### config.mk
export PLATFORM = sky130hd
export DESIGN_NAME = lmx_matrix_drv
export DESIGN_NICKNAME = d
export VERILOG_FILES = /design/src/rtl/lmx_pkg.sv /design/src/rtl/lmx_stage_bank.sv /design/src/rtl/lmx_col_reg.sv /design/src/rtl/lmx_scan_seq.sv /design/src/rtl/lmx_matrix_drv.sv
export SDC_FILE = /design/constraint.sdc
export NUM_CORES = 2
export LEC_CHECK = 0
export ABC_CLOCK_PERIOD_IN_PS = 2000
export BUFFER_PORTS_ARGS = -buffer_cell sky130_fd_sc_hd__buf_2
export CORE_AREA = 2 2 688 690
export CTS_CLUSTER_SIZE = 20
export DETAILED_ROUTE_END_ITERATION = 6
export DIE_AREA = 0 0 690 692
export PLACE_DENSITY_LB_ADDON = 0.3
export SETUP_SLACK_MARGIN = 0.1
export SLEW_MARGIN = 20
export SYNTH_ARGS = -nofsm -noshare
export SYNTH_HDL_FRONTEND = slang
export SYNTH_SLANG_ARGS = --single-unit
### constraint.sdc
create_clock -name clk -period 2 [get_ports clk]
set_input_delay 0.1 -clock clk [delete_from_list [all_inputs] [get_ports clk]]
set_output_delay 0.1 -clock clk [all_outputs]
set_load 0.005 [all_outputs]
### src/rtl/lmx_pkg.sv
package lmx_pkg;
   localparam int LMX_BYTE_W = 8;

   typedef logic [LMX_BYTE_W-1:0] lmx_byte_t;

   typedef enum logic [1:0] {
      LMX_PH_GUARD  = 2'd0,
      LMX_PH_LIT    = 2'd1,
      LMX_PH_XBLANK = 2'd2
   } lmx_phase_e;
endpackage

### src/rtl/lmx_stage_bank.sv
module lmx_stage_bank
   import lmx_pkg::*;
#(
   parameter int NUM_BYTES = 216,
   parameter int ADDR_W    = 8
) (
   input  logic                             clk,
   input  logic                             rst_n,
   input  logic                             wr_en,
   input  logic [ADDR_W-1:0]                wr_addr,
   input  lmx_byte_t                        wr_data,
   output logic [NUM_BYTES*LMX_BYTE_W-1:0]  stage_flat
);
   for (genvar b = 0; b < NUM_BYTES; b++) begin : g_byte
      lmx_byte_t byte_q;
      logic      hit;

      assign hit = wr_en && (wr_addr == ADDR_W'(b));

      always_ff @(posedge clk or negedge rst_n) begin
         if (!rst_n) begin
            byte_q <= '0;
         end else if (hit) begin
            byte_q <= wr_data;
         end
      end

      assign stage_flat[b*LMX_BYTE_W +: LMX_BYTE_W] = byte_q;
   end
endmodule

### src/rtl/lmx_col_reg.sv
module lmx_col_reg #(
   parameter int WIDTH = 1728
) (
   input  logic             clk,
   input  logic             rst_n,
   input  logic             load,
   input  logic [WIDTH-1:0] d,
   output logic [WIDTH-1:0] q
);
   always_ff @(posedge clk or negedge rst_n) begin
      if (!rst_n) begin
         q <= '0;
      end else if (load) begin
         q <= d;
      end
   end
endmodule

### src/rtl/lmx_scan_seq.sv
module lmx_scan_seq
   import lmx_pkg::*;
#(
   parameter int NUM_ROWS     = 11,
   parameter int DWELL_CYCLES = 1000,
   parameter int GUARD_CYCLES = 4,
   parameter int XFER_BLANK   = 4
) (
   input  logic                clk,
   input  logic                rst_n,
   input  logic                xfer,
   output logic [NUM_ROWS-1:0] row_en
);
   localparam int ROW_W  = (NUM_ROWS > 1) ? $clog2(NUM_ROWS) : 1;
   localparam int TICK_W = (DWELL_CYCLES > 1) ? $clog2(DWELL_CYCLES) : 1;
   localparam int XB_W   = $clog2(XFER_BLANK + 1);

   localparam logic [ROW_W-1:0]  LAST_ROW  = ROW_W'(NUM_ROWS - 1);
   localparam logic [TICK_W-1:0] LAST_TICK = TICK_W'(DWELL_CYCLES - 1);
   localparam logic [TICK_W-1:0] GUARD_END = TICK_W'(GUARD_CYCLES);
   localparam logic [XB_W-1:0]   XB_LOAD   = XB_W'(XFER_BLANK);

   logic [ROW_W-1:0]  row_q;
   logic [TICK_W-1:0] tick_q;
   logic [XB_W-1:0]   xb_q;
   lmx_phase_e        phase;

   // Row slot timing runs freely; transfers only load the blanking counter.
   always_ff @(posedge clk or negedge rst_n) begin
      if (!rst_n) begin
         row_q  <= '0;
         tick_q <= '0;
      end else if (tick_q == LAST_TICK) begin
         tick_q <= '0;
         row_q  <= (row_q == LAST_ROW) ? '0 : row_q + 1'b1;
      end else begin
         tick_q <= tick_q + 1'b1;
      end
   end

   always_ff @(posedge clk or negedge rst_n) begin
      if (!rst_n) begin
         xb_q <= '0;
      end else if (xfer) begin
         xb_q <= XB_LOAD;
      end else if (xb_q != '0) begin
         xb_q <= xb_q - 1'b1;
      end
   end

   always_comb begin
      if (xb_q != '0) begin
         phase = LMX_PH_XBLANK;
      end else if (tick_q < GUARD_END) begin
         phase = LMX_PH_GUARD;
      end else begin
         phase = LMX_PH_LIT;
      end
   end

   for (genvar r = 0; r < NUM_ROWS; r++) begin : g_row
      assign row_en[r] = (phase == LMX_PH_LIT) && (row_q == ROW_W'(r));
   end
endmodule

### src/rtl/lmx_matrix_drv.sv
module lmx_matrix_drv
   import lmx_pkg::*;
#(
   parameter  int NUM_ROWS     = 11,
   parameter  int NUM_BYTES    = 216,
   parameter  int DWELL_CYCLES = 1000,
   parameter  int GUARD_CYCLES = 4,
   parameter  int XFER_BLANK   = 4,
   localparam int NUM_COLS     = NUM_BYTES * LMX_BYTE_W,
   localparam int ADDR_W       = (NUM_BYTES > 1) ? $clog2(NUM_BYTES) : 1
) (
   input  logic                clk,
   input  logic                rst_n,
   input  logic                wr_en,
   input  logic [ADDR_W-1:0]   wr_addr,
   input  logic [7:0]          wr_data,
   input  logic                xfer,
   output logic [NUM_COLS-1:0] col_out,
   output logic [NUM_ROWS-1:0] row_en
);
   if (NUM_ROWS < 2) begin : g_bad_rows
      $error("lmx_matrix_drv: NUM_ROWS must be at least 2");
   end
   if (NUM_BYTES < 1) begin : g_bad_bytes
      $error("lmx_matrix_drv: NUM_BYTES must be at least 1");
   end
   if (DWELL_CYCLES < 2) begin : g_bad_dwell
      $error("lmx_matrix_drv: DWELL_CYCLES must be at least 2");
   end
   if (GUARD_CYCLES < 1 || GUARD_CYCLES >= DWELL_CYCLES) begin : g_bad_guard
      $error("lmx_matrix_drv: GUARD_CYCLES must lie in 1..DWELL_CYCLES-1");
   end
   if (XFER_BLANK < 1) begin : g_bad_xblank
      $error("lmx_matrix_drv: XFER_BLANK must be at least 1");
   end

   logic [NUM_COLS-1:0] stage_flat;

   lmx_stage_bank #(
      .NUM_BYTES (NUM_BYTES),
      .ADDR_W    (ADDR_W)
   ) stage_i (
      .clk        (clk),
      .rst_n      (rst_n),
      .wr_en      (wr_en),
      .wr_addr    (wr_addr),
      .wr_data    (wr_data),
      .stage_flat (stage_flat)
   );

   lmx_col_reg #(
      .WIDTH (NUM_COLS)
   ) colreg_i (
      .clk   (clk),
      .rst_n (rst_n),
      .load  (xfer),
      .d     (stage_flat),
      .q     (col_out)
   );

   lmx_scan_seq #(
      .NUM_ROWS     (NUM_ROWS),
      .DWELL_CYCLES (DWELL_CYCLES),
      .GUARD_CYCLES (GUARD_CYCLES),
      .XFER_BLANK   (XFER_BLANK)
   ) scan_i (
      .clk    (clk),
      .rst_n  (rst_n),
      .xfer   (xfer),
      .row_en (row_en)
   );
endmodule

Yosys cells after proc, flatten, opt, wreduce, memory -nomap -nowiden:

Index checks and enable logic that the tools add are counted.

* $add $sub $neg: 3
* magnitude comparators: 1
* eq/ne operators: 227
* muxes and demuxes: 6
* reductions and logical operators: 231

Operators by type and width (count)
* equality test 8 bit, second input constant: 88
* equality test 8 x 7 -> 1 bit, second input constant: 64
* equality test 8 x 6 -> 1 bit, second input constant: 32
* logical AND 1 bit: 227
* equality test 8 x 5 -> 1 bit, second input constant: 16
* equality test 8 x 4 -> 1 bit, second input constant: 8
* equality test 8 x 3 -> 1 bit, second input constant: 4
* equality test 4 x 3 -> 1 bit, second input constant: 4
* equality test 8 x 2 -> 1 bit, second input constant: 2
* equality test 4 bit, second input constant: 3
* adder 10 x 1 -> 10 bit, second input constant: 1
* equality test 10 bit, second input constant: 1
* < comparator 10 x 3 -> 1 bit, second input constant: 1
* 2-to-1 mux 10 bit: 1
* equality test 4 x 2 -> 1 bit, second input constant: 2
* equality test 8 x 1 -> 1 bit, second input constant: 1
* logical NOT 8 bit: 1
* 2-to-1 mux 3 bit: 2
* adder 4 x 1 -> 4 bit, second input constant: 1
* equality test 4 x 1 -> 1 bit, second input constant: 1
* logical NOT 4 bit: 1
* 2-to-1 mux 4 bit: 1
* nonzero test 3 bit: 1
* subtractor 3 x 1 -> 3 bit, second input constant: 1
* other kinds (4): 4

* flip-flop bits (word level): 3473
* bits of input ports: 20
* output and inout bits: 1739

Depth between registers and ports, before layout:

* depth in word-level cells: 5
* depth in mapped cells: 7
* mapped depth without buffers: 6

Modules after synthesis:

From an unflattened synthesis, not the netlist that was laid out.

* cells, all modules: 7738
* area total of the unflattened synthesis: 132012.9 µm²

By module, submodules not included
* lmx_stage_bank: times used 1, cells an instance 3985, area an instance 66646.4 µm², seq. area each 43241.5 µm²
* lmx_col_reg: times used 1, cells an instance 3648, area an instance 64360.5 µm², seq. area each 43241.5 µm²
* lmx_scan_seq: times used 1, cells an instance 105, area an instance 1006.0 µm², seq. area each 425.4 µm²

Least setup slack after synthesis:

OpenSTA, ideal clock, no wires.

* path type: register to output
* from: register scan_i.xb_q[0]
* to: output port row_en[2]
* data arrival time: 1673 ps
* required time: 1900 ps
* path slack: 227 ps
* stages on the path, launching flop included: 8
* path buffers: 1
* cell sequence: dfrtp_1 > inv_1 > ha_1 > nand2b_1 > a21o_1 > clkbuf_1 > or3b_2 > nor3_1

* word-level cells in the longest chain between the ends: 4

RTL lines
* start, declared: line lmx_scan_seq.sv:25 `logic [XB_W-1:0] xb_q;`
* start signal, assigned: line lmx_scan_seq.sv:47 `xb_q <= xb_q - 1'b1;`
* nonzero test 3 bit: line lmx_scan_seq.sv:52 `if (xb_q != '0) begin`
* 2-to-1 mux 2 bit: line lmx_scan_seq.sv:52
* equality test 2 x 1 -> 1 bit: line lmx_scan_seq.sv:62 `assign row_en[r] = (phase == LMX_PH_LIT) && (row_q == ROW_W'(r));`
* logical AND 1 bit: line lmx_scan_seq.sv:62
* end, declared: line lmx_matrix_drv.sv:19 `output logic [NUM_ROWS-1:0] row_en`

Every way passes these cells.

Worst setup path in the final report:

* from: register scan_i.xb_q[1]
* to: output port row_en[10]

Same word-level chain as after synthesis.

==> results.sh <==
export IMPL_synthTopCellsByArea="dfrtp_1, mux2_2, clkbuf_1, nor2_2, nand2_1"
export IMPL_wl_um=463000
export IMPL_grt_pass1_vias=81800
export IMPL_core_um2=470000
export IMPL_final_util_pct=35.5
export IMPL_combPwrFrac_pct=7.9
export IMPL_hold_viol=0
export IMPL_via_count=75500
export IMPL_p_switching_uw=38600
export IMPL_grt_use_total_pct=19.0
export IMPL_slew_viol_final=0
export IMPL_numPortBuffers=1758
export IMPL_end_kind="output port"
export IMPL_start_util_pct=27.6
export IMPL_synthTopCellsByCount="dfrtp_1, mux2_2, clkbuf_1"
export IMPL_status="finished with violations"
export IMPL_path_cells="inv_2 > ha_4 > nand2b_4 > a21o_4 > or3b_4 > nor2_1 > buf_2"
export IMPL_switching_share_pct=24.1
export IMPL_place_area_um2=154000
export IMPL_p_int_uw=122000
export IMPL_drt_wirelength_per_cell_um=27.8
export IMPL_rsz0062_at_grt="true"
export IMPL_r2r_slack_ns=0.17
export IMPL_max_freq_mhz=387
export IMPL_ys_seq_area_share_pct=67.1
export IMPL_firstDrtPassIters=5
export IMPL_hold_end="stage_i.g_byte[4].byte_q[6]"
export IMPL_synth_area_per_cell_um2=16.8
export IMPL_place_congestion=0.819
export IMPL_fin_nets=10200
export IMPL_synth_edff_count=0
export IMPL_cts_root_buffer="clkbuf_16"
export IMPL_cts_buffers=372
export IMPL_crit_family="simple AND/OR/NAND/NOR gates"
export IMPL_critPathRequiredTime_ns=1.90
export IMPL_finalCritPeriodShare_pct=129
export IMPL_synth_nets=7736
export IMPL_cp_slowest_cell="or3b_4"
export IMPL_hp_class="in -> reg"
export IMPL_grt_ovfl_total=0
export IMPL_yosys_area_top_type="dfrtp_1"
export IMPL_setup_tns_ns=-5.40
export IMPL_r2r_cells=5
export IMPL_violations="negative setup slack"
export IMPL_drtIter0Drc=3937
export IMPL_synthFlopType="dfrtp_1"
export IMPL_worstPathMaxFanout=3
export IMPL_drc=0
export IMPL_min_from="wr_addr[5]"
export IMPL_peakVddDrop_uv=691
export IMPL_power_per_cell_area_nw_per_um2=961
export IMPL_drive_above_1_share_pct=64.4
export IMPL_dieWidth_um=690
export IMPL_seqPwrFrac_pct=47.4
export IMPL_grt_pass1_wl_um=652000
export IMPL_start_kind="register"
export IMPL_place_hpwl_um=339000
export IMPL_path_buf_inv=2
export IMPL_worst_slack_ns=-0.586
export IMPL_min_path_cells=6
export IMPL_skew_ns=0.0543
export IMPL_grt_max_degree=135
export IMPL_ios=1759
export IMPL_num_fill_cells=44800
export IMPL_synth_seq_cells=3473
export IMPL_rows=252
export IMPL_tightestPinTransition_ns=1.09
export IMPL_postRouteAntennaNets=0
export IMPL_pwr_share_clk_pct=44.7
export IMPL_viasPerCell=4.53
export IMPL_path_clk_slew_ns=0.06
export IMPL_slowest_delay_ns=0.40
export IMPL_path_class="reg -> out"
export IMPL_worstPathArrival_ns=2.49
export IMPL_antenna_found_initial=27
export IMPL_leakage_uw=0.0879
export IMPL_synth_cell_types=40
export IMPL_yosysMostFrequentCell="dfrtp_1"
export IMPL_yosys_warnings=0
export IMPL_final_area_um2=167000
export IMPL_die_area_um2=477000
export IMPL_clock_latency_ns=0.97
export IMPL_htree_num_levels=5
export IMPL_max_clock_path_buffers=4
export IMPL_relSlewSlack_pct=27.1
export IMPL_async_flop_share_pct=100
export IMPL_die_h_um=692
export IMPL_area_growth_pct=28.7
export IMPL_synth_top_area_share_pct=67.1
export IMPL_r2r_end="scan_i.row_q[0]"
export IMPL_power_total_uw=160000
export IMPL_min_period_ns=2.59
export IMPL_drv_cap=0
export IMPL_cts_tree="yes"
export IMPL_clock_sinks=3473
export IMPL_crit_start="scan_i.xb_q[1]"
export IMPL_regToRegStartpoint="scan_i.tick_q[0]"
export IMPL_setup_violations=11
export IMPL_syn_area_um2=130000
export IMPL_syn_inst=7713
==> power groups by stage <==
| stage | Combinational (uW) | Sequential [uW] | Clock (uW) |
|---|---|---|---|
| after floorplan | 4830 | 76700 | 0 |
| after global placement | 12400 | 77000 | 0 |
| after detailed placement | 12700 | 77200 | 0 |
| after CTS | 12900 | 76000 | 73400 |
| after global routing | 13500 | 76400 | 76500 |
| final | 12600 | 76000 | 71700 |
==> how the worst max path moves through the flow <==
stage / endpoint / cells past startpoint
2_1_floorplan: row_en[2] / 7
3_3_place_gp: stage_i.g_byte[53].byte_q[1] / 9
3_5_place_dp: stage_i.g_byte[75].byte_q[2] / 9
4_1_cts: row_en[2] / 7
5_1_grt: row_en[10] / 7
6_report: row_en[10] / 7
==> metal layers <==
layer / vias to the layer above / part of all wire (%) / GRT usage, %
met1: 40900 / 40 / 23.0
met4: 4 / 5.3 / 8.64
li1: 32100 / - / -
met2: 1811 / 49 / 31.7
met5: - / 0.0050 / 0
met3: 684 / 5.9 / 4.75
==> registers in the layout, summed over array words and instances (netlist names) <==
register and flops:
colreg_i.q 1728, stage_i.g_byte.byte_q 1728, scan_i.tick_q 10, scan_i.row_q 4
scan_i.xb_q 3
==> tightest hold or removal path, cell delays in order <==
cell and delay, ns:
buf_2 0.16, buf_4 0.16, nor4_4 0.06, buf_12 0.15, nand2_2 0.22, mux2_2 0.19
==> cell usage in the layout (no fill, tap or decap), drive strengths merged, types with 2 or more instances in the layout <==
cell type	count
dlygate4sd3	15
nand3	14
and3b	2
nor2	156
a21oi	2
o31ai	2
nor2b	7
xnor2	5
nor3b	6
clkinv	88
diode	9
clkbuf	529
buf	2473
inv	16
nor3	12
ha	3
and2	2
o21ai	3
nand2b	10
bufinv	36
nand2	107
xor2	3
clkinvlp	5
mux2	3457
nor4	8
dfrtp	3473
==> kinds of logic after synthesis <==
logic type | synth area share [%]
flops | 67.1
compound gates | 0.0686
simple gates | 1.43
buf+inv | 1.27
mux | 30.1
xor+xnor | 0.0541
fa+ha+maj | 0.0290
==> through the flow <==
stage / hold WS [ns] / cells / worst slack, ns
final: 0.126 / 16700 / -0.586
after CTS: 0.0190 / 16700 / -0.757
after floorplan: -0.196 / 7713 / 0.227
after detailed placement: 0.0530 / 16000 / -0.538
after global routing: 0.0810 / 16700 / -0.701
after global placement: 0.0480 / 16000 / -0.552
==> area by class of cell <==
| class | count | area (um2) | share of cell area, % |
|---|---|---|---|
| clock inverters | 140 | 1990 | 1.19 |
| flip-flops and latches | 3473 | 86900 | 52.1 |
| repair buffers | 2488 | 17900 | 10.8 |
| well taps | 6223 | 7790 | 4.67 |
| clock buffers | 529 | 10800 | 6.45 |
| inverters | 5 | 18.8 | 0.0113 |
| multi-input cells | 3811 | 41300 | 24.8 |
| diodes | 9 | 22.5 | 0.0135 |
==> timing repair <==
item | CTS | global route
pin swaps | 4 | 7
resized for setup | 17 | 12
cloned | 0 | 0
hold buffers | 15 | 0
endpoints found under the hold margin | 4224 | 0
setup buffers | 7 | 7
setup endpoints to repair | 11 | 47
(Power assumes the default switching activity.)
